## src/rtl/rob_pkg.sv

```systemverilog
package rob_pkg;
   typedef enum logic [1:0] {
      RD_NONE  = 2'd0,
      RD_FAULT = 2'd1,
      RD_MISP  = 2'd2,
      RD_IRQ   = 2'd3
   } redir_e;
endpackage

```

## src/rtl/rob_ptr_ctrl.sv

```systemverilog
module rob_ptr_ctrl #(
   parameter int DEPTH = 16,
   localparam int IDX_W = $clog2(DEPTH),
   localparam int PTR_W = IDX_W + 1
) (
   input  logic             clk,
   input  logic             rst_n,
   input  logic             alloc_fire,
   input  logic             retire_fire,
   input  logic             flush,
   output logic [IDX_W-1:0] head_idx,
   output logic [IDX_W-1:0] tail_idx,
   output logic             full,
   output logic             empty
);
   logic [PTR_W-1:0] head_q, tail_q;
   logic [PTR_W-1:0] occ;

   generate
      if (DEPTH < 2 || (DEPTH & (DEPTH - 1)) != 0) begin : g_bad_depth
         $error("DEPTH must be a power of two of at least 2");
      end
   endgenerate

   always_ff @(posedge clk) begin
      if (!rst_n || flush) begin
         head_q <= '0;
         tail_q <= '0;
      end else begin
         if (retire_fire) head_q <= head_q + PTR_W'(1);
         if (alloc_fire)  tail_q <= tail_q + PTR_W'(1);
      end
   end

   assign occ      = tail_q - head_q;
   assign head_idx = head_q[IDX_W-1:0];
   assign tail_idx = tail_q[IDX_W-1:0];
   assign full     = (head_q[IDX_W] != tail_q[IDX_W]) && (head_idx == tail_idx);
   assign empty    = (head_q == tail_q);

   a_r2_no_overflow: assert property (@(posedge clk) disable iff (!rst_n)
      occ <= PTR_W'(DEPTH));
   a_r2_full_blocks: assert property (@(posedge clk) disable iff (!rst_n)
      full |-> !alloc_fire);
   a_r8_empty_after_flush: assert property (@(posedge clk) disable iff (!rst_n)
      flush |=> empty);
endmodule

```

## src/rtl/rob_entry_array.sv

```systemverilog
module rob_entry_array #(
   parameter int DEPTH   = 16,
   parameter int DATA_W  = 32,
   parameter int AREG_W  = 5,
   parameter int FCODE_W = 4,
   localparam int IDX_W  = $clog2(DEPTH)
) (
   input  logic               clk,
   input  logic               rst_n,
   input  logic               flush,
   input  logic               alloc_fire,
   input  logic [IDX_W-1:0]   alloc_idx,
   input  logic [AREG_W-1:0]  alloc_dest,
   input  logic               cmpl_valid,
   input  logic [IDX_W-1:0]   cmpl_idx,
   input  logic [DATA_W-1:0]  cmpl_data,
   input  logic               cmpl_fault,
   input  logic [FCODE_W-1:0] cmpl_fcode,
   input  logic               cmpl_mispred,
   input  logic [DATA_W-1:0]  cmpl_target,
   input  logic               retire_fire,
   input  logic [IDX_W-1:0]   head_idx,
   output logic               head_valid,
   output logic               head_done,
   output logic               head_fault,
   output logic               head_mis,
   output logic [AREG_W-1:0]  head_dest,
   output logic [DATA_W-1:0]  head_data,
   output logic [DATA_W-1:0]  head_target,
   output logic [FCODE_W-1:0] head_fcode
);
   logic [DEPTH-1:0]   valid_v, done_v, fault_v, mis_v;
   logic [AREG_W-1:0]  dest_a   [DEPTH];
   logic [DATA_W-1:0]  data_a   [DEPTH];
   logic [DATA_W-1:0]  target_a [DEPTH];
   logic [FCODE_W-1:0] fcode_a  [DEPTH];

   generate
      for (genvar e = 0; e < DEPTH; e++) begin : g_ent
         logic               v_q, d_q, f_q, m_q;
         logic [AREG_W-1:0]  dst_q;
         logic [DATA_W-1:0]  dat_q, tgt_q;
         logic [FCODE_W-1:0] fc_q;
         logic hit_alloc, hit_cmpl, hit_ret;

         assign hit_alloc = alloc_fire  && (alloc_idx == IDX_W'(e));
         assign hit_cmpl  = cmpl_valid  && (cmpl_idx  == IDX_W'(e)) && v_q;
         assign hit_ret   = retire_fire && (head_idx  == IDX_W'(e));

         always_ff @(posedge clk) begin
            if (!rst_n || flush) begin
               v_q <= 1'b0;
               d_q <= 1'b0;
            end else if (hit_alloc) begin
               v_q <= 1'b1;
               d_q <= 1'b0;
            end else begin
               if (hit_ret)  v_q <= 1'b0;
               if (hit_cmpl) d_q <= 1'b1;
            end
         end

         always_ff @(posedge clk) begin
            if (!rst_n) begin
               f_q   <= 1'b0;
               m_q   <= 1'b0;
               dst_q <= '0;
               dat_q <= '0;
               tgt_q <= '0;
               fc_q  <= '0;
            end else if (hit_alloc) begin
               f_q   <= 1'b0;
               m_q   <= 1'b0;
               dst_q <= alloc_dest;
            end else if (hit_cmpl) begin
               f_q   <= cmpl_fault;
               m_q   <= cmpl_mispred;
               dat_q <= cmpl_data;
               tgt_q <= cmpl_target;
               fc_q  <= cmpl_fcode;
            end
         end

         assign valid_v[e]  = v_q;
         assign done_v[e]   = d_q;
         assign fault_v[e]  = f_q;
         assign mis_v[e]    = m_q;
         assign dest_a[e]   = dst_q;
         assign data_a[e]   = dat_q;
         assign target_a[e] = tgt_q;
         assign fcode_a[e]  = fc_q;
      end
   endgenerate

   assign head_valid  = valid_v[head_idx];
   assign head_done   = done_v[head_idx];
   assign head_fault  = fault_v[head_idx];
   assign head_mis    = mis_v[head_idx];
   assign head_dest   = dest_a[head_idx];
   assign head_data   = data_a[head_idx];
   assign head_target = target_a[head_idx];
   assign head_fcode  = fcode_a[head_idx];

   // an unfinished head stays put unless the window is discarded
   a_r4_head_holds: assert property (@(posedge clk) disable iff (!rst_n)
      (head_valid && !head_done && !flush && !cmpl_valid) |=> head_valid);
   a_r9_no_done_without_alloc: assert property (@(posedge clk) disable iff (!rst_n)
      (valid_v == '0 && !alloc_fire) |=> (valid_v == '0));
endmodule

```

## src/rtl/rob_retire_ctrl.sv

```systemverilog
module rob_retire_ctrl
   import rob_pkg::*;
#(
   parameter int DATA_W  = 32,
   parameter int AREG_W  = 5,
   parameter int FCODE_W = 4
) (
   input  logic               clk,
   input  logic               rst_n,
   input  logic               head_valid,
   input  logic               head_done,
   input  logic               head_fault,
   input  logic               head_mis,
   input  logic [AREG_W-1:0]  head_dest,
   input  logic [DATA_W-1:0]  head_data,
   input  logic [DATA_W-1:0]  head_target,
   input  logic [FCODE_W-1:0] head_fcode,
   input  logic               irq_pending,
   output logic               retire_fire,
   output logic               flush,
   output logic               rf_we,
   output logic [AREG_W-1:0]  rf_addr,
   output logic [DATA_W-1:0]  rf_data,
   output logic               redirect_valid,
   output redir_e             redirect_kind,
   output logic [DATA_W-1:0]  redirect_target,
   output logic [FCODE_W-1:0] redirect_fcode,
   output logic               flush_pulse
);
   redir_e kind;

   always_comb begin
      retire_fire = 1'b0;
      flush       = 1'b0;
      kind        = RD_NONE;
      if (head_valid && head_done) begin
         if (head_fault) begin
            flush = 1'b1;
            kind  = RD_FAULT;
         end else begin
            retire_fire = 1'b1;
            if (head_mis) begin
               flush = 1'b1;
               kind  = RD_MISP;
            end else if (irq_pending) begin
               flush = 1'b1;
               kind  = RD_IRQ;
            end
         end
      end
   end

   always_ff @(posedge clk) begin
      if (!rst_n) begin
         rf_we           <= 1'b0;
         rf_addr         <= '0;
         rf_data         <= '0;
         redirect_valid  <= 1'b0;
         redirect_kind   <= RD_NONE;
         redirect_target <= '0;
         redirect_fcode  <= '0;
         flush_pulse     <= 1'b0;
      end else begin
         rf_we           <= retire_fire;
         rf_addr         <= head_dest;
         rf_data         <= head_data;
         redirect_valid  <= (kind != RD_NONE);
         redirect_kind   <= kind;
         redirect_target <= (kind == RD_MISP)  ? head_target : '0;
         redirect_fcode  <= (kind == RD_FAULT) ? head_fcode  : '0;
         flush_pulse     <= flush;
      end
   end

   a_r5_fault_no_write: assert property (@(posedge clk) disable iff (!rst_n)
      (redirect_kind == RD_FAULT) |-> !rf_we);
   a_r6_misp_commits: assert property (@(posedge clk) disable iff (!rst_n)
      (redirect_kind == RD_MISP) |-> rf_we);
   a_r7_irq_after_retire: assert property (@(posedge clk) disable iff (!rst_n)
      (redirect_kind == RD_IRQ) |-> rf_we);
   a_r8_single_pulse: assert property (@(posedge clk) disable iff (!rst_n)
      flush_pulse |=> !flush_pulse);
   a_r8_pulse_with_redirect: assert property (@(posedge clk) disable iff (!rst_n)
      flush_pulse == redirect_valid);
endmodule

```

## src/rtl/rob_precise.sv

```systemverilog
module rob_precise
   import rob_pkg::*;
#(
   parameter int DEPTH   = 16,
   parameter int DATA_W  = 32,
   parameter int AREG_W  = 5,
   parameter int FCODE_W = 4,
   localparam int IDX_W  = $clog2(DEPTH)
) (
   input  logic               clk,
   input  logic               rst_n,
   input  logic               alloc_valid,
   input  logic [AREG_W-1:0]  alloc_dest,
   output logic               alloc_ready,
   output logic [IDX_W-1:0]   alloc_tag,
   input  logic               cmpl_valid,
   input  logic [IDX_W-1:0]   cmpl_tag,
   input  logic [DATA_W-1:0]  cmpl_data,
   input  logic               cmpl_fault,
   input  logic [FCODE_W-1:0] cmpl_fcode,
   input  logic               cmpl_mispred,
   input  logic [DATA_W-1:0]  cmpl_target,
   input  logic               irq_pending,
   output logic               rf_we,
   output logic [AREG_W-1:0]  rf_addr,
   output logic [DATA_W-1:0]  rf_data,
   output logic               redirect_valid,
   output logic [1:0]         redirect_kind,
   output logic [DATA_W-1:0]  redirect_target,
   output logic [FCODE_W-1:0] redirect_fcode,
   output logic               flush_pulse
);
   logic               full, empty, flush, retire_fire, alloc_fire, cmpl_fire;
   logic [IDX_W-1:0]   head_idx, tail_idx;
   logic               h_valid, h_done, h_fault, h_mis;
   logic [AREG_W-1:0]  h_dest;
   logic [DATA_W-1:0]  h_data, h_target;
   logic [FCODE_W-1:0] h_fcode;
   redir_e             kind_q;

   generate
      if (DATA_W < 1 || AREG_W < 1 || FCODE_W < 1) begin : g_bad_width
         $error("widths must be positive");
      end
   endgenerate

   assign alloc_ready   = !full;
   assign alloc_tag     = tail_idx;
   assign alloc_fire    = alloc_valid && !full && !flush;
   assign cmpl_fire     = cmpl_valid && !flush;
   assign redirect_kind = kind_q;

   rob_ptr_ctrl #(.DEPTH(DEPTH)) u_ptr (
      .clk(clk), .rst_n(rst_n), .alloc_fire(alloc_fire), .retire_fire(retire_fire),
      .flush(flush), .head_idx(head_idx), .tail_idx(tail_idx), .full(full), .empty(empty)
   );

   rob_entry_array #(.DEPTH(DEPTH), .DATA_W(DATA_W), .AREG_W(AREG_W), .FCODE_W(FCODE_W)) u_arr (
      .clk(clk), .rst_n(rst_n), .flush(flush),
      .alloc_fire(alloc_fire), .alloc_idx(tail_idx), .alloc_dest(alloc_dest),
      .cmpl_valid(cmpl_fire), .cmpl_idx(cmpl_tag), .cmpl_data(cmpl_data),
      .cmpl_fault(cmpl_fault), .cmpl_fcode(cmpl_fcode), .cmpl_mispred(cmpl_mispred),
      .cmpl_target(cmpl_target), .retire_fire(retire_fire), .head_idx(head_idx),
      .head_valid(h_valid), .head_done(h_done), .head_fault(h_fault), .head_mis(h_mis),
      .head_dest(h_dest), .head_data(h_data), .head_target(h_target), .head_fcode(h_fcode)
   );

   rob_retire_ctrl #(.DATA_W(DATA_W), .AREG_W(AREG_W), .FCODE_W(FCODE_W)) u_ret (
      .clk(clk), .rst_n(rst_n), .head_valid(h_valid), .head_done(h_done),
      .head_fault(h_fault), .head_mis(h_mis), .head_dest(h_dest), .head_data(h_data),
      .head_target(h_target), .head_fcode(h_fcode), .irq_pending(irq_pending),
      .retire_fire(retire_fire), .flush(flush), .rf_we(rf_we), .rf_addr(rf_addr),
      .rf_data(rf_data), .redirect_valid(redirect_valid), .redirect_kind(kind_q),
      .redirect_target(redirect_target), .redirect_fcode(redirect_fcode),
      .flush_pulse(flush_pulse)
   );

   a_r8_ready_after_flush: assert property (@(posedge clk) disable iff (!rst_n)
      flush_pulse |-> (alloc_ready && alloc_tag == '0));
   a_r4_empty_no_write: assert property (@(posedge clk) disable iff (!rst_n)
      $past(empty) |-> !rf_we);
endmodule

```

## config.mk

```make
export PLATFORM = sky130hd
export DESIGN_NAME = rob_precise
export DESIGN_NICKNAME = d
export VERILOG_FILES = /design/src/rtl/rob_pkg.sv /design/src/rtl/rob_ptr_ctrl.sv /design/src/rtl/rob_entry_array.sv /design/src/rtl/rob_retire_ctrl.sv /design/src/rtl/rob_precise.sv
export SDC_FILE = /design/constraint.sdc
export NUM_CORES = 2
export LEC_CHECK = 0
export BUFFER_PORTS_ARGS = -buffer_cell sky130_fd_sc_hd__clkbuf_2
export CAP_MARGIN = 10
export CORE_MARGIN = 2
export CORE_UTILIZATION = 50
export CTS_BUF_LIST = sky130_fd_sc_hd__clkbuf_8
export DETAILED_ROUTE_END_ITERATION = 10
export HOLD_SLACK_MARGIN = 0.06
export PLACE_DENSITY = 0.63
export SLEW_MARGIN = 20
export SYNTH_ARGS = -nofsm -noshare
export SYNTH_HDL_FRONTEND = slang
export SYNTH_HIERARCHICAL = 1
export SYNTH_SLANG_ARGS = --single-unit
```

## constraint.sdc

```tcl
create_clock -name clk -period 6.91 [get_ports clk]
set_input_delay 1.382 -clock clk [delete_from_list [all_inputs] [get_ports clk]]
set_output_delay 1.382 -clock clk [all_outputs]
set_load 0.005 [all_outputs]
```

==> out/results.tsv <==
stage	metric	value	unit
outcome	status	finished clean	
critical_path	startpoint_type	register	
die	chipHeight	344	µm
die	die_area	0.119	mm²
clock_network	clkTransAtPathRegs	60	ps
place	post-place-ws	1260	ps
grt	grt_pass1_wl	270000	µm
critical_path	required	7740	ps
timing	skew	41.1	ps
yosys	synth.avg_cell_area	8.98	µm²
clock_network	cts_tree	done	
grt	antenna_found_initial	14	
grt	grt_usage	29.6	%
pwr	p_sw	3510	µW
die	fp.dieW	344	µm
pwr	combPwrFrac	3.0	%
timing	rsz0062_at_grt	no	
pwr	p_sw_share	23.6	%
clock_network	post_cts_buffers	0	
routing	viasPerCell	5.78	
timing	setup_viol	0	
timing	post-route-min-period	5780	ps
die	io_pins	167	
grt	grt_max_degree	266	
clock_network	numCtsBuffers	218	
routing	ant_nets	0	
die	start_util	50.5	%
cells_and_area	area_growth	9.11	%
critical_path	path_class	register to register	
cells_and_area	fin_nets	6329	
clock_network	clk_latency	930	ps
pwr	max-vdd-ir-drop	0.000186	V
yosys	syn_area	0.0579	mm²
critical_path	crit_path_frequent_cell	nand2_1	
die	core_region_area	0.115	mm²
yosys	yosys_warnings	6	
routing	wirelength	178000	µm
timing	fin_crit_sh	83.7	%
critical_path	r2r_slack	1130	ps
cells_and_area	seq_area	0.0264	mm²
critical_path	crit_slowest_cell	dfxtp_4	
timing	fin_ws	1130	ps
pwr	seqPwrFrac	51.4	%
cells_and_area	multiInputGateArea	0.0290	mm²
critical_path	max_stage_delay	910	ps
yosys	syn_nets	6534	
yosys	syn_inst	6448	
routing	route.detailed.drc	0	
clock_network	post_cts_resized	0	
place	numPortBuffers	166	
routing	vias	45800	
timing	worstMarginPinSlew	1220	ps
cells_and_area	fillers	10300	
critical_path	crit_fanout	40	
critical_path	cp_cell_sequence	mux4_2 -> a22oi_1 -> nand2_1 -> nor3_1 -> nor2_1 -> nor3b_2 -> or3b_1 -> o2111ai_4 -> buf_4 -> nand2_1 -> a21boi_0	
clock_network	cts-hold-fix-buffers	0	
cells_and_area	final_common_cell	nand2_1	
cells_and_area	fin_util	55.1	%
hold_path	min_path_type	register to register	
routing	wire_per_inst	22.4	µm
pwr	power.density	235	mW/mm²
grt	overflow	0	
flow_run	maxCapViolCount	0	
die	num_rows	124	
grt	grt_pass1_vias	44500	
clock_network	cts_buffer_depth	3	
routing	drt_iter0_drc	4486	
clock_network	ctsRootBufferMaster	clkbuf_8	
timing	setup_tns	0	ps
clock_network	h-tree-depth	4	
pwr	pwr-share-clk	45.6	%
place	dp_hpwl	93500	µm
timing	drv_slew	0	
pwr	power_leakage	0.0207	µW
critical_path	cp_data_arrival_time	6610	ps
timing	hold_viol_final	0	
timing	slew_headroom	18.6	%
timing	fmax	0.173	GHz
clock_network	clkSinkCount	1320	
place	place.gp.congestion	0.846	
cells_and_area	layout_common_cells	nand2_1, dfxtp_1, a21boi_0, mux4_2, clkbuf_8	
routing	drt_pass1_iterations	6	
cells_and_area	drive_gt1_share	14.2	%
pwr	power.internal	11400	µW
critical_path	end_kind	register	
## through the flow
stage / hold slack (ps) / instances / total power [µW] / cell area, µm²
after floorplan: 418 / 6448 / 8120 / 57900
after global placement: 427 / 7535 / 8250 / 58800
after detailed placement: 435 / 7535 / 8250 / 58800
after CTS: 444 / 7920 / 15000 / 63100
after global routing: 465 / 7927 / 15300 / 63200
final: 445 / 7929 / 14900 / 63200
## cell type report
type / instances / share of cell area (%)
repair buffers: 234 / 2.44
flip-flops and latches: 1320 / 41.9
multi-input cells: 4464 / 45.8
inverters: 5 / 0.0297
well taps: 1512 / 3.00
diodes: 9 / 0.0357
clock buffers: 274 / 5.97
clock inverters: 111 / 0.836
## critical path: cells and delay by family (launching register included)
kind	cells	cell delay, ps
flip-flops	1	910
buffers and inverters	1	530
AND/OR/NAND/NOR	6	2200
AO/OA/AOI/OAI	3	1350
multiplexers	1	590
## per-layer routing
| metal | wire, µm | track usage, % | part of all wire, % |
|---|---|---|---|
| met1 | 74900 | 39.3 | 42 |
| met2 | 83400 | 48.5 | 47 |
| met3 | 14100 | 5.59 | 7.9 |
| met4 | 5020 | 9.93 | 2.8 |
| met5 | 97 | 0 | 0.055 |
## registers in the layout (all words and copies together), names as in the netlist, 5 cells and up
| register | count |
|---|---|
| u_arr/g_ent.tgt_q | 512 |
| u_arr/g_ent.d_q | 16 |
| u_arr/g_ent.m_q | 16 |
| u_ptr/tail_q | 5 |
| u_ret/rf_addr | 5 |
| u_arr/g_ent.f_q | 16 |
| u_ptr/head_q | 5 |
| u_ret/redirect_target | 32 |
| u_arr/g_ent.dat_q | 512 |
| u_ret/rf_data | 32 |
| u_arr/g_ent.v_q | 16 |
| u_arr/g_ent.dst_q | 80 |
| u_arr/g_ent.fc_q | 64 |
## power by group through the flow
stage	clock, µW	sequential [µW]	combinational (µW)
floorplan	0	7800	325
global placement	0	7800	449
detailed placement	0	7810	447
CTS	6890	7640	447
global route	7220	7640	481
finish	6770	7640	451
## worst paths after layout
path / start / to / depth (start not counted)
min: u_arr/g_ent[2].d_q$_SDFFE_PP0P_ / u_arr/g_ent[2].d_q$_SDFFE_PP0P_ / 2
max reg2reg: u_ptr/head_q[0]$_SDFFE_PP0P_ / u_arr/g_ent[1].dat_q[9]$_SDFFE_PN0P_ / 11
min reg2reg: u_arr/g_ent[2].d_q$_SDFFE_PP0P_ / u_arr/g_ent[2].d_q$_SDFFE_PP0P_ / 2
max: u_ptr/head_q[0]$_SDFFE_PP0P_ / u_arr/g_ent[1].dat_q[9]$_SDFFE_PN0P_ / 11
Note: power is estimated with default switching activity, not from simulation.
